[config.mk]
export PLATFORM = sky130hd
export DESIGN_NAME = conv_result_reg
export DESIGN_NICKNAME = d
export VERILOG_FILES = /design/src/rtl/conv_pkg.sv /design/src/rtl/conv_cfg.sv /design/src/rtl/conv_hold.sv /design/src/rtl/conv_dma.sv /design/src/rtl/conv_result_reg.sv
export SDC_FILE = /design/constraint.sdc
export NUM_CORES = 1
export LEC_CHECK = 0
export BUFFER_PORTS_ARGS = -buffer_cell sky130_fd_sc_hd__clkbuf_2
export CORE_ASPECT_RATIO = 0.5
export CORE_MARGIN = 2
export CORE_UTILIZATION = 40
export CTS_CLUSTER_SIZE = 40
export DETAILED_ROUTE_END_ITERATION = 10
export GPL_TIMING_DRIVEN = 0
export PLACE_DENSITY = 0.67
export SYNTH_ARGS = -nofsm -noshare
export SYNTH_HDL_FRONTEND = slang
export SYNTH_HIERARCHICAL = 1
export SYNTH_SLANG_ARGS = --single-unit
[constraint.sdc]
create_clock -name clk -period 4.3 [get_ports clk]
set_input_delay 0.215 -clock clk [delete_from_list [all_inputs] [get_ports clk]]
set_output_delay 0.215 -clock clk [all_outputs]
set_load 0.005 [all_outputs]
[src/rtl/conv_pkg.sv]
// Shared types for the conversion result holding register.
// Assumes a two-bit DMA mode field; code 3 is treated as off.
package conv_pkg;

    typedef enum logic [1:0] {
        DMA_OFF     = 2'b00,
        DMA_COUNTED = 2'b01,
        DMA_FREE    = 2'b10,
        DMA_OFF_ALT = 2'b11
    } dma_mode_e;

    // True when the mode issues requests at all.
    function automatic logic dma_active(input dma_mode_e m);
        return (m == DMA_COUNTED) || (m == DMA_FREE);
    endfunction

endpackage

[src/rtl/conv_cfg.sv]
// Configuration holder: overrun policy and DMA mode.
// Accepts a write only while no regular conversion runs (busy low).
// Emits a reload pulse on every accepted write for the transfer counter.
module conv_cfg
    import conv_pkg::*;
#(
    parameter int CNT_W = 8
) (
    input  logic             clk,
    input  logic             rst_n,
    input  logic             busy,
    input  logic             cfg_wr,
    input  logic             cfg_overwrite,
    input  logic [1:0]       cfg_dma_mode,
    input  logic [CNT_W-1:0] cfg_dma_count,
    output logic             overwrite,
    output dma_mode_e        mode,
    output logic             reload,
    output logic [CNT_W-1:0] reload_val
);

    logic accept;

    assign accept     = cfg_wr && !busy;
    assign reload     = accept;
    assign reload_val = cfg_dma_count;

    // Latch policy and mode on an accepted write.
    always_ff @(posedge clk) begin
        if (!rst_n) begin
            overwrite <= 1'b0;
            mode      <= DMA_OFF;
        end else if (accept) begin
            overwrite <= cfg_overwrite;
            mode      <= dma_mode_e'(cfg_dma_mode);
        end
    end

endmodule

[src/rtl/conv_hold.sv]
// Data register with unread, done and overrun flags.
// Assumes res_valid and rd_strobe are one-cycle strobes. A read in the
// same cycle as a new sample frees the register, so no overrun occurs.
module conv_hold #(
    parameter int DATA_W = 12
) (
    input  logic              clk,
    input  logic              rst_n,
    input  logic              res_valid,
    input  logic [DATA_W-1:0] res_data,
    input  logic              rd_strobe,
    input  logic              overwrite,
    input  logic              eoc_clr,
    input  logic              ovr_clr,
    output logic [DATA_W-1:0] data_q,
    output logic              valid_q,
    output logic              eoc_q,
    output logic              ovr_q
);

    logic collide;
    logic take;

    assign collide = res_valid && valid_q && !rd_strobe;
    assign take    = res_valid && (!collide || overwrite);

    // Capture a sample when it is not discarded by the keep-old policy.
    always_ff @(posedge clk) begin
        if (!rst_n)    data_q <= '0;
        else if (take) data_q <= res_data;
    end

    // Unread marker: set by a stored sample, cleared by a read.
    always_ff @(posedge clk) begin
        if (!rst_n)         valid_q <= 1'b0;
        else if (take)      valid_q <= 1'b1;
        else if (rd_strobe) valid_q <= 1'b0;
    end

    // Done flag: set by a stored sample, cleared by a read or write-one.
    always_ff @(posedge clk) begin
        if (!rst_n)                    eoc_q <= 1'b0;
        else if (take)                 eoc_q <= 1'b1;
        else if (rd_strobe || eoc_clr) eoc_q <= 1'b0;
    end

    // Sticky overrun flag; a new collision wins over the clear.
    always_ff @(posedge clk) begin
        if (!rst_n)       ovr_q <= 1'b0;
        else if (collide) ovr_q <= 1'b1;
        else if (ovr_clr) ovr_q <= 1'b0;
    end

endmodule

[src/rtl/conv_dma.sv]
// DMA request generator with a transfer counter for counted mode.
// A transfer is counted when a read arrives while the request is high.
// Requests are held off while an overrun is pending.
module conv_dma
    import conv_pkg::*;
#(
    parameter int CNT_W = 8
) (
    input  logic             clk,
    input  logic             rst_n,
    input  dma_mode_e        mode,
    input  logic             reload,
    input  logic [CNT_W-1:0] reload_val,
    input  logic             valid_q,
    input  logic             ovr_q,
    input  logic             rd_strobe,
    output logic             dma_req
);

    logic [CNT_W-1:0] left_q;
    logic             budget;

    // Counted mode needs a nonzero budget; free-running always has one.
    always_comb begin
        unique case (mode)
            DMA_COUNTED: budget = (left_q != '0);
            DMA_FREE:    budget = 1'b1;
            default:     budget = 1'b0;
        endcase
    end

    assign dma_req = dma_active(mode) && budget && valid_q && !ovr_q;

    // Remaining-transfer counter: reload on accepted write, count acks.
    always_ff @(posedge clk) begin
        if (!rst_n)
            left_q <= '0;
        else if (reload)
            left_q <= reload_val;
        else if (rd_strobe && dma_req && mode == DMA_COUNTED)
            left_q <= left_q - 1'b1;
    end

endmodule

[src/rtl/conv_result_reg.sv]
// Conversion result holding register: top level.
// Joins configuration, data holding and DMA request logic and forms
// the combined interrupt. Assumes strobes last one cycle each.
module conv_result_reg
    import conv_pkg::*;
#(
    parameter int DATA_W = 12,
    parameter int CNT_W  = 8
) (
    input  logic              clk,
    input  logic              rst_n,
    input  logic              res_valid,
    input  logic [DATA_W-1:0] res_data,
    input  logic              rd_strobe,
    input  logic              busy,
    input  logic              cfg_wr,
    input  logic              cfg_overwrite,
    input  logic [1:0]        cfg_dma_mode,
    input  logic [CNT_W-1:0]  cfg_dma_count,
    input  logic              eoc_ie,
    input  logic              ovr_ie,
    input  logic              eoc_clr,
    input  logic              ovr_clr,
    output logic [DATA_W-1:0] data_out,
    output logic              data_valid,
    output logic              eoc_flag,
    output logic              ovr_flag,
    output logic              irq,
    output logic              dma_req,
    output logic              cur_overwrite,
    output logic [1:0]        cur_dma_mode
);

    dma_mode_e        mode;
    logic             reload;
    logic [CNT_W-1:0] reload_val;

    conv_cfg #(.CNT_W(CNT_W)) u_cfg (
        .clk           (clk),
        .rst_n         (rst_n),
        .busy          (busy),
        .cfg_wr        (cfg_wr),
        .cfg_overwrite (cfg_overwrite),
        .cfg_dma_mode  (cfg_dma_mode),
        .cfg_dma_count (cfg_dma_count),
        .overwrite     (cur_overwrite),
        .mode          (mode),
        .reload        (reload),
        .reload_val    (reload_val)
    );

    conv_hold #(.DATA_W(DATA_W)) u_hold (
        .clk       (clk),
        .rst_n     (rst_n),
        .res_valid (res_valid),
        .res_data  (res_data),
        .rd_strobe (rd_strobe),
        .overwrite (cur_overwrite),
        .eoc_clr   (eoc_clr),
        .ovr_clr   (ovr_clr),
        .data_q    (data_out),
        .valid_q   (data_valid),
        .eoc_q     (eoc_flag),
        .ovr_q     (ovr_flag)
    );

    conv_dma #(.CNT_W(CNT_W)) u_dma (
        .clk        (clk),
        .rst_n      (rst_n),
        .mode       (mode),
        .reload     (reload),
        .reload_val (reload_val),
        .valid_q    (data_valid),
        .ovr_q      (ovr_flag),
        .rd_strobe  (rd_strobe),
        .dma_req    (dma_req)
    );

    assign cur_dma_mode = mode;
    assign irq = (eoc_flag && eoc_ie) || (ovr_flag && ovr_ie);

endmodule

# [Word level (Yosys, flattened, before mapping)]
# Index checks and enable logic that the tools add are counted.
[totals] register_bits=26 inputBits=33 output_inout_bits=20 wordCells=43
[classes] addsub=1 eq_ne=2 n_mux=9 reduce_logical=24
[op_table] cell="$mux 8" n=2
[op_table] cell="$logic_and 1x1->1" n=11
[op_table] cell="$reduce_bool 2->1" n=4
[op_table] cell="$reduce_bool 8->1" n=1
[op_table] cell="$sub 8x1->8 const B" n=1
[op_table] cell="$mux 1" n=6
[op_table] cell="$logic_not 1->1" n=4
[op_table] cell="$logic_or 1x1->1" n=4
[op_table] cell="$eq 2x1->1 const B" n=1
[op_table] cell="$eq 2x2->1 const B" n=1
[op_table] cell="$pmux 1 s2" n=1

# [Logic depth before layout (Yosys ltp)]
[logic_depth] depth_word=9 ltp_mapped=7 ltp_nobuf=6

# [Modules after synthesis]
# The synthesis kept the hierarchy.
[by_module_without_submodules] mod="conv_hold" n_inst=1 cells_each=64 area_each_um2=621.8 seq_area_each_um2=300.3
[by_module_without_submodules] mod="conv_dma" n_inst=1 cells_each=66 area_each_um2=559.3 seq_area_each_um2=160.2
[by_module_without_submodules] mod="conv_cfg" n_inst=1 cells_each=22 area_each_um2=197.7 seq_area_each_um2=60.1
[by_module_without_submodules] mod="conv_result_reg" n_inst=1 cells_each=1 area_each_um2=8.8 seq_area_each_um2=0.0

# [Worst setup path before layout]
# OpenSTA, ideal clock, no wires.
[synth_path] path_type="reg-to-reg" startpoint="reg u_cfg.mode[0]" endpoint="reg u_dma.left_q[6]" setup_ns=0.074 arrival_ns=1.875 required_time_ns=4.226 slack_ns=2.350 path_stages_with_launch=7 path_buffers=0 period_less_slack_ns=1.950 cell_sequence="dfxtp_1 > inv_1 > ha_1 > nor3b_1 > o41ai_2 > or4_2 > a31oi_1"
[synth_via] elab_chain_len=8 word_cells_on_any_way=10 classes_between="eq/ne (2); mux (1); reduce/logical (7)"
[synth_rtl] element="start: declaration" line_no="conv_cfg.sv:17" source="output dma_mode_e mode,"
[synth_rtl] element="start signal: assignment" line_no="conv_cfg.sv:35" source="mode <= dma_mode_e'(cfg_dma_mode);"
[synth_rtl] element="$eq 2x2->1 / $eq 2x1->1 (equally long branches)" line_no="conv_pkg.sv:14, conv_dma.sv:25, conv_dma.sv:40"
[synth_rtl] element="$pmux 1 s2 / $logic_or 1x1->1 (equally long branches)" line_no="conv_dma.sv:25, conv_pkg.sv:14"
[synth_rtl] element="$logic_and 1x1->1 (3 in series)" line_no="conv_dma.sv:32" source="assign dma_req = dma_active(mode) && budget && valid_q && !ovr_q;"
[synth_rtl] element="$logic_and 1x1->1" line_no="conv_dma.sv:40" source="else if (rd_strobe && dma_req && mode == DMA_COUNTED)"
[synth_rtl] element="$logic_and 1x1->1 *" line_no="conv_dma.sv:40"
[synth_rtl] element="$reduce_bool 2->1 (no line) *"
[synth_rtl] element="end signal: assignment" line_no="conv_dma.sv:39" source="left_q <= reload_val;"
[synth_rtl] element="end signal: assignment" line_no="conv_dma.sv:41" source="left_q <= left_q - 1'b1;"
[synth_rtl] element="end: declaration" line_no="conv_dma.sv:20" source="logic [CNT_W-1:0] left_q;"
# Mark *: on every way between the ends. The rest lies on a longest branch, timed or not.
# A chain may end at the register's enable or synchronous reset.

# [Worst setup path after layout]
[layout_path] startpoint="reg u_cfg.mode[0]" endpoint="reg u_dma.left_q[3]"
# Same word-level chain as after synthesis.

==> flow_summary_export.csv <==
group,metric,value,unit
critical_path,critical_path.startpoint_type,"flip-flop",
cts,tritoncts,"done",
critical_path,worst-endpoint-arrival,2.38,ns
sta,fmax,0.460,GHz
critical_path,crit_path_cell_count,6,
min_path,hold_path_class,"in2reg",
cts,cts_hold_buf,0,
final_layout,insertedDiodeCount,0,
sta,max_slew.worst_pin.slew,0.608,ns
final_layout,area_delta_synth_final,24.8,%
floorplanning,die_ar,3980,µm²
floorplanning,die_width,87.3,µm
critical_path,path_max_fanout,7,
floorplanning,rows,15,
yosys,synth-seq-cells,26,
sta,finalMaxSlewViolations,0,
pwr,power_frac_seq,0.471,
drt,drt-pass1-iter-count,3,
cts,cts_buffer_depth,2,
pwr,power.net_switching,136,µW
pwr,vdd_drop_max,0.000115,V
drt,detailedRoute.firstIterationViolations,25,
yosys,synth_cell_type_count,35,
floorplanning,die_height,45.6,µm
pwr,p_per_area,327,nW/µm²
critical_path,cp-end-kind,"flip-flop",
cts,cts.reportedPaths.clkPinSlew,0.09,ns
global_route,grt_antenna_before_repair,0,
pwr,power.internal,431,µW
global_route,globalRoute.totalOverflow,0,
drt,dr_total_vias,1203,
critical_path,number_of_buffer_and_inverter_stages_on_the_critical_path,1,
run,max_cap_violations,0,
floorplanning,i_o_pin_cnt,53,
cts,htree_depth,1,
yosys,synth_seq_area_share,0.375,
global_route,grt_max_degree,16,
yosys,synthesis.instances,153,
run_status,outcome,"completed",
critical_path,critical_path_class,"reg2reg",
pwr,share_of_power_burned_in_the_clock_network,0.365,
yosys,synth_fp_nets,190,
cts,clockRootBuffer,"clkbuf_8",
sta,timing.final.setup_violations,0,
sta,finalHoldViolCount,0,
drt,drc_errors,0,
critical_path,worstRegToRegCells,6,
critical_path,cp_cell_sequence,"inv_1 -> ha_1 -> nor3b_1 -> o41ai_2 -> or4_2 -> a31oi_1",
place,post-place-cells,239,
sta,setup_total_negative_slack,0,ns
critical_path,required,4.50,ns
sta,final.min_clock_period,2.17,ns
place,last_weighted_congestion_value_of_the_routability_driven_placer,0.710,
pwr,pwr-share-comb,0.164,
final_layout,num-nets-final,239,
yosys,synthesis.yosys.warnings,6,
cts,post_cts.resized_instances,0,
critical_path,crit_path_top_delay_cell,"or4_2",
sta,finalClockSkew,0.00162,ns
drt,drtAntennaViolNets,0,
pwr,sw_ratio,0.239,
final_layout,fraction_of_the_core_area_covered_by_cells_at_the_end_of_the_flow,0.513,
sta,slew_headroom,0.591,
pwr,totalPowerFinal,566,µW
place,port_buffers,44,
critical_path,timing.critical_path.slowest_cell_delay,0.63,ns
final_layout,mostFrequentLayoutCells,"44 x clkbuf_2, 32 x nand2_1, 26 x dfxtp_1, 15 x mux2i_1, 9 x o21ai_0",
yosys,synth_area_per_cell,9.07,µm²
min_path,hold_depth,3,
final_layout,layout-drive-gt1-share,0.383,
global_route,grt_first_pass_wirelength,4520,µm
final_layout,layout.filler_cells,336,
final_layout,fin_area,1730,µm²
cts,clk-insertion-delay-late,0.27,ns
cts,post_cts.repair.setup_buffers,0,
drt,total_length_of_routed_wires,2850,µm
place,placed_cell_areas,1660,µm²
floorplanning,core_region_area,3380,µm²
place,dpl.hpwl,2140,µm
drt,routed_wire_length_per_instance,11.7,µm
sta,finalCritPeriodShare,0.506,
final_layout,fin_cells,243,
critical_path,timing.critical_path.max_delay_family,"simple AND/OR/NAND/NOR gates",
floorplanning,start_util,0.411,
sta,setup_repair_after_global_routing_missed_its_margin,"false",
final_layout,layout_commonest_cell,"clkbuf_2",
global_route,grt_pass1_vias,1011,
cts,numCtsBuffers,3,
global_route,global_route.usage.total,0.147,
pwr,p_leak,0.778,nW
yosys,post_synth_instance_area,1390,µm²
cts,tritoncts_num_sinks,26,
drt,routed_via_density,4.95,
## cells in the mapped netlist
cell | number | area, µm²
a21boi_0 | 1 | 7.51
a21boi_4 | 1 | 18.8
a21oi_1 | 1 | 5.00
a22o_1 | 1 | 8.76
a31oi_1 | 7 | 43.8
buf_12 | 1 | 20.0
buf_2 | 4 | 20.0
buf_4 | 8 | 60.1
buf_6 | 2 | 22.5
clkbuf_4 | 1 | 7.51
dfxtp_1 | 26 | 521
ha_1 | 4 | 50.1
inv_1 | 7 | 26.3
mux2i_1 | 15 | 150
nand2_1 | 32 | 120
nand2b_1 | 1 | 6.26
nand3_1 | 2 | 10.0
nor2_1 | 1 | 3.75
nor2b_1 | 2 | 12.5
nor2b_4 | 2 | 27.5
nor3b_1 | 2 | 15.0
o2111ai_1 | 1 | 8.76
o21a_1 | 2 | 15.0
o21ai_0 | 9 | 45.0
o21ai_1 | 1 | 5.00
o311ai_0 | 1 | 8.76
o31ai_1 | 5 | 37.5
o41ai_2 | 1 | 16.3
or2_1 | 1 | 6.26
or2_2 | 1 | 6.26
or3_1 | 1 | 6.26
or3_2 | 3 | 22.5
or4_1 | 1 | 7.51
or4_2 | 4 | 35.0
or4_4 | 1 | 11.3
## sequential cells by signal (all words and copies together) (netlist names)
register         cells
u_hold/eoc_q         1
u_hold/ovr_q         1
u_dma/left_q         8
u_hold/valid_q       1
u_hold/data_q       12
u_cfg/mode           2
u_cfg/overwrite      1
## worst min-delay path: cells and delay by family
family | cells | cell delay, ns
buf+inv | 1 | 0.08
mux | 1 | 0.05
simple gates | 1 | 0.04
## routing by layer
metal	global-route usage	vias up	routed length [µm]
met5	0	-	0
met4	0.0277	0	17
met3	0.0453	2	140
met2	0.248	25	1340
met1	0.191	553	1350
li1	-	623	-
## stage by stage
step | setup WS (ns) | hold WS, ns
after floorplan | 2.35 | 0.339
after global routing | 1.96 | 0.155
after detailed placement | 2.14 | 0.449
after global placement | 2.20 | 0.442
after CTS | 2.11 | 0.145
final | 2.13 | 0.156
## path summary, 6_finish.rpt
check	start	end	slack, ns
setup / recovery	u_cfg/mode[0]$_SDFFE_PN0P_	u_dma/left_q[3]$_SDFFE_PN0P_	2.13
hold / removal	res_data[0]	u_hold/data_q[0]$_SDFFE_PN0P_	0.16
setup reg to reg	u_cfg/mode[0]$_SDFFE_PN0P_	u_dma/left_q[3]$_SDFFE_PN0P_	2.13
hold reg to reg	u_hold/data_q[7]$_SDFFE_PN0P_	u_hold/data_q[7]$_SDFFE_PN0P_	0.46
## layout make-up
cell class | instances | area [µm²] | share of cell area
clock inverter | 1 | 30.0 | 0.0173
inverter | 7 | 26.3 | 0.0152
multi-input combinational | 104 | 711 | 0.410
buffer | 16 | 130 | 0.0751
tap | 42 | 52.6 | 0.0303
timing repair buffer | 44 | 220 | 0.127
sequential | 26 | 520 | 0.301
clock buffer | 3 | 41.3 | 0.0238
## power groups by stage
stage / sequential, mW / combinational (mW) / clock [mW]
6_report: 0.266 / 0.0929 / 0.207
5_1_grt: 0.269 / 0.105 / 0.224
4_1_cts: 0.267 / 0.0943 / 0.213
3_5_place_dp: 0.272 / 0.0941 / 0
3_3_place_gp: 0.272 / 0.0920 / 0
2_1_floorplan: 0.271 / 0.0595 / 0
## kinds of logic after synthesis
group / synth area share
AO/OA/AOI/OAI: 0.159
adder cells (fa/ha/maj): 0.0361
buffers and inverters: 0.113
flip-flops: 0.375
multiplexers: 0.108
AND/OR/NAND/NOR: 0.209
(Power assumes the default switching activity.)
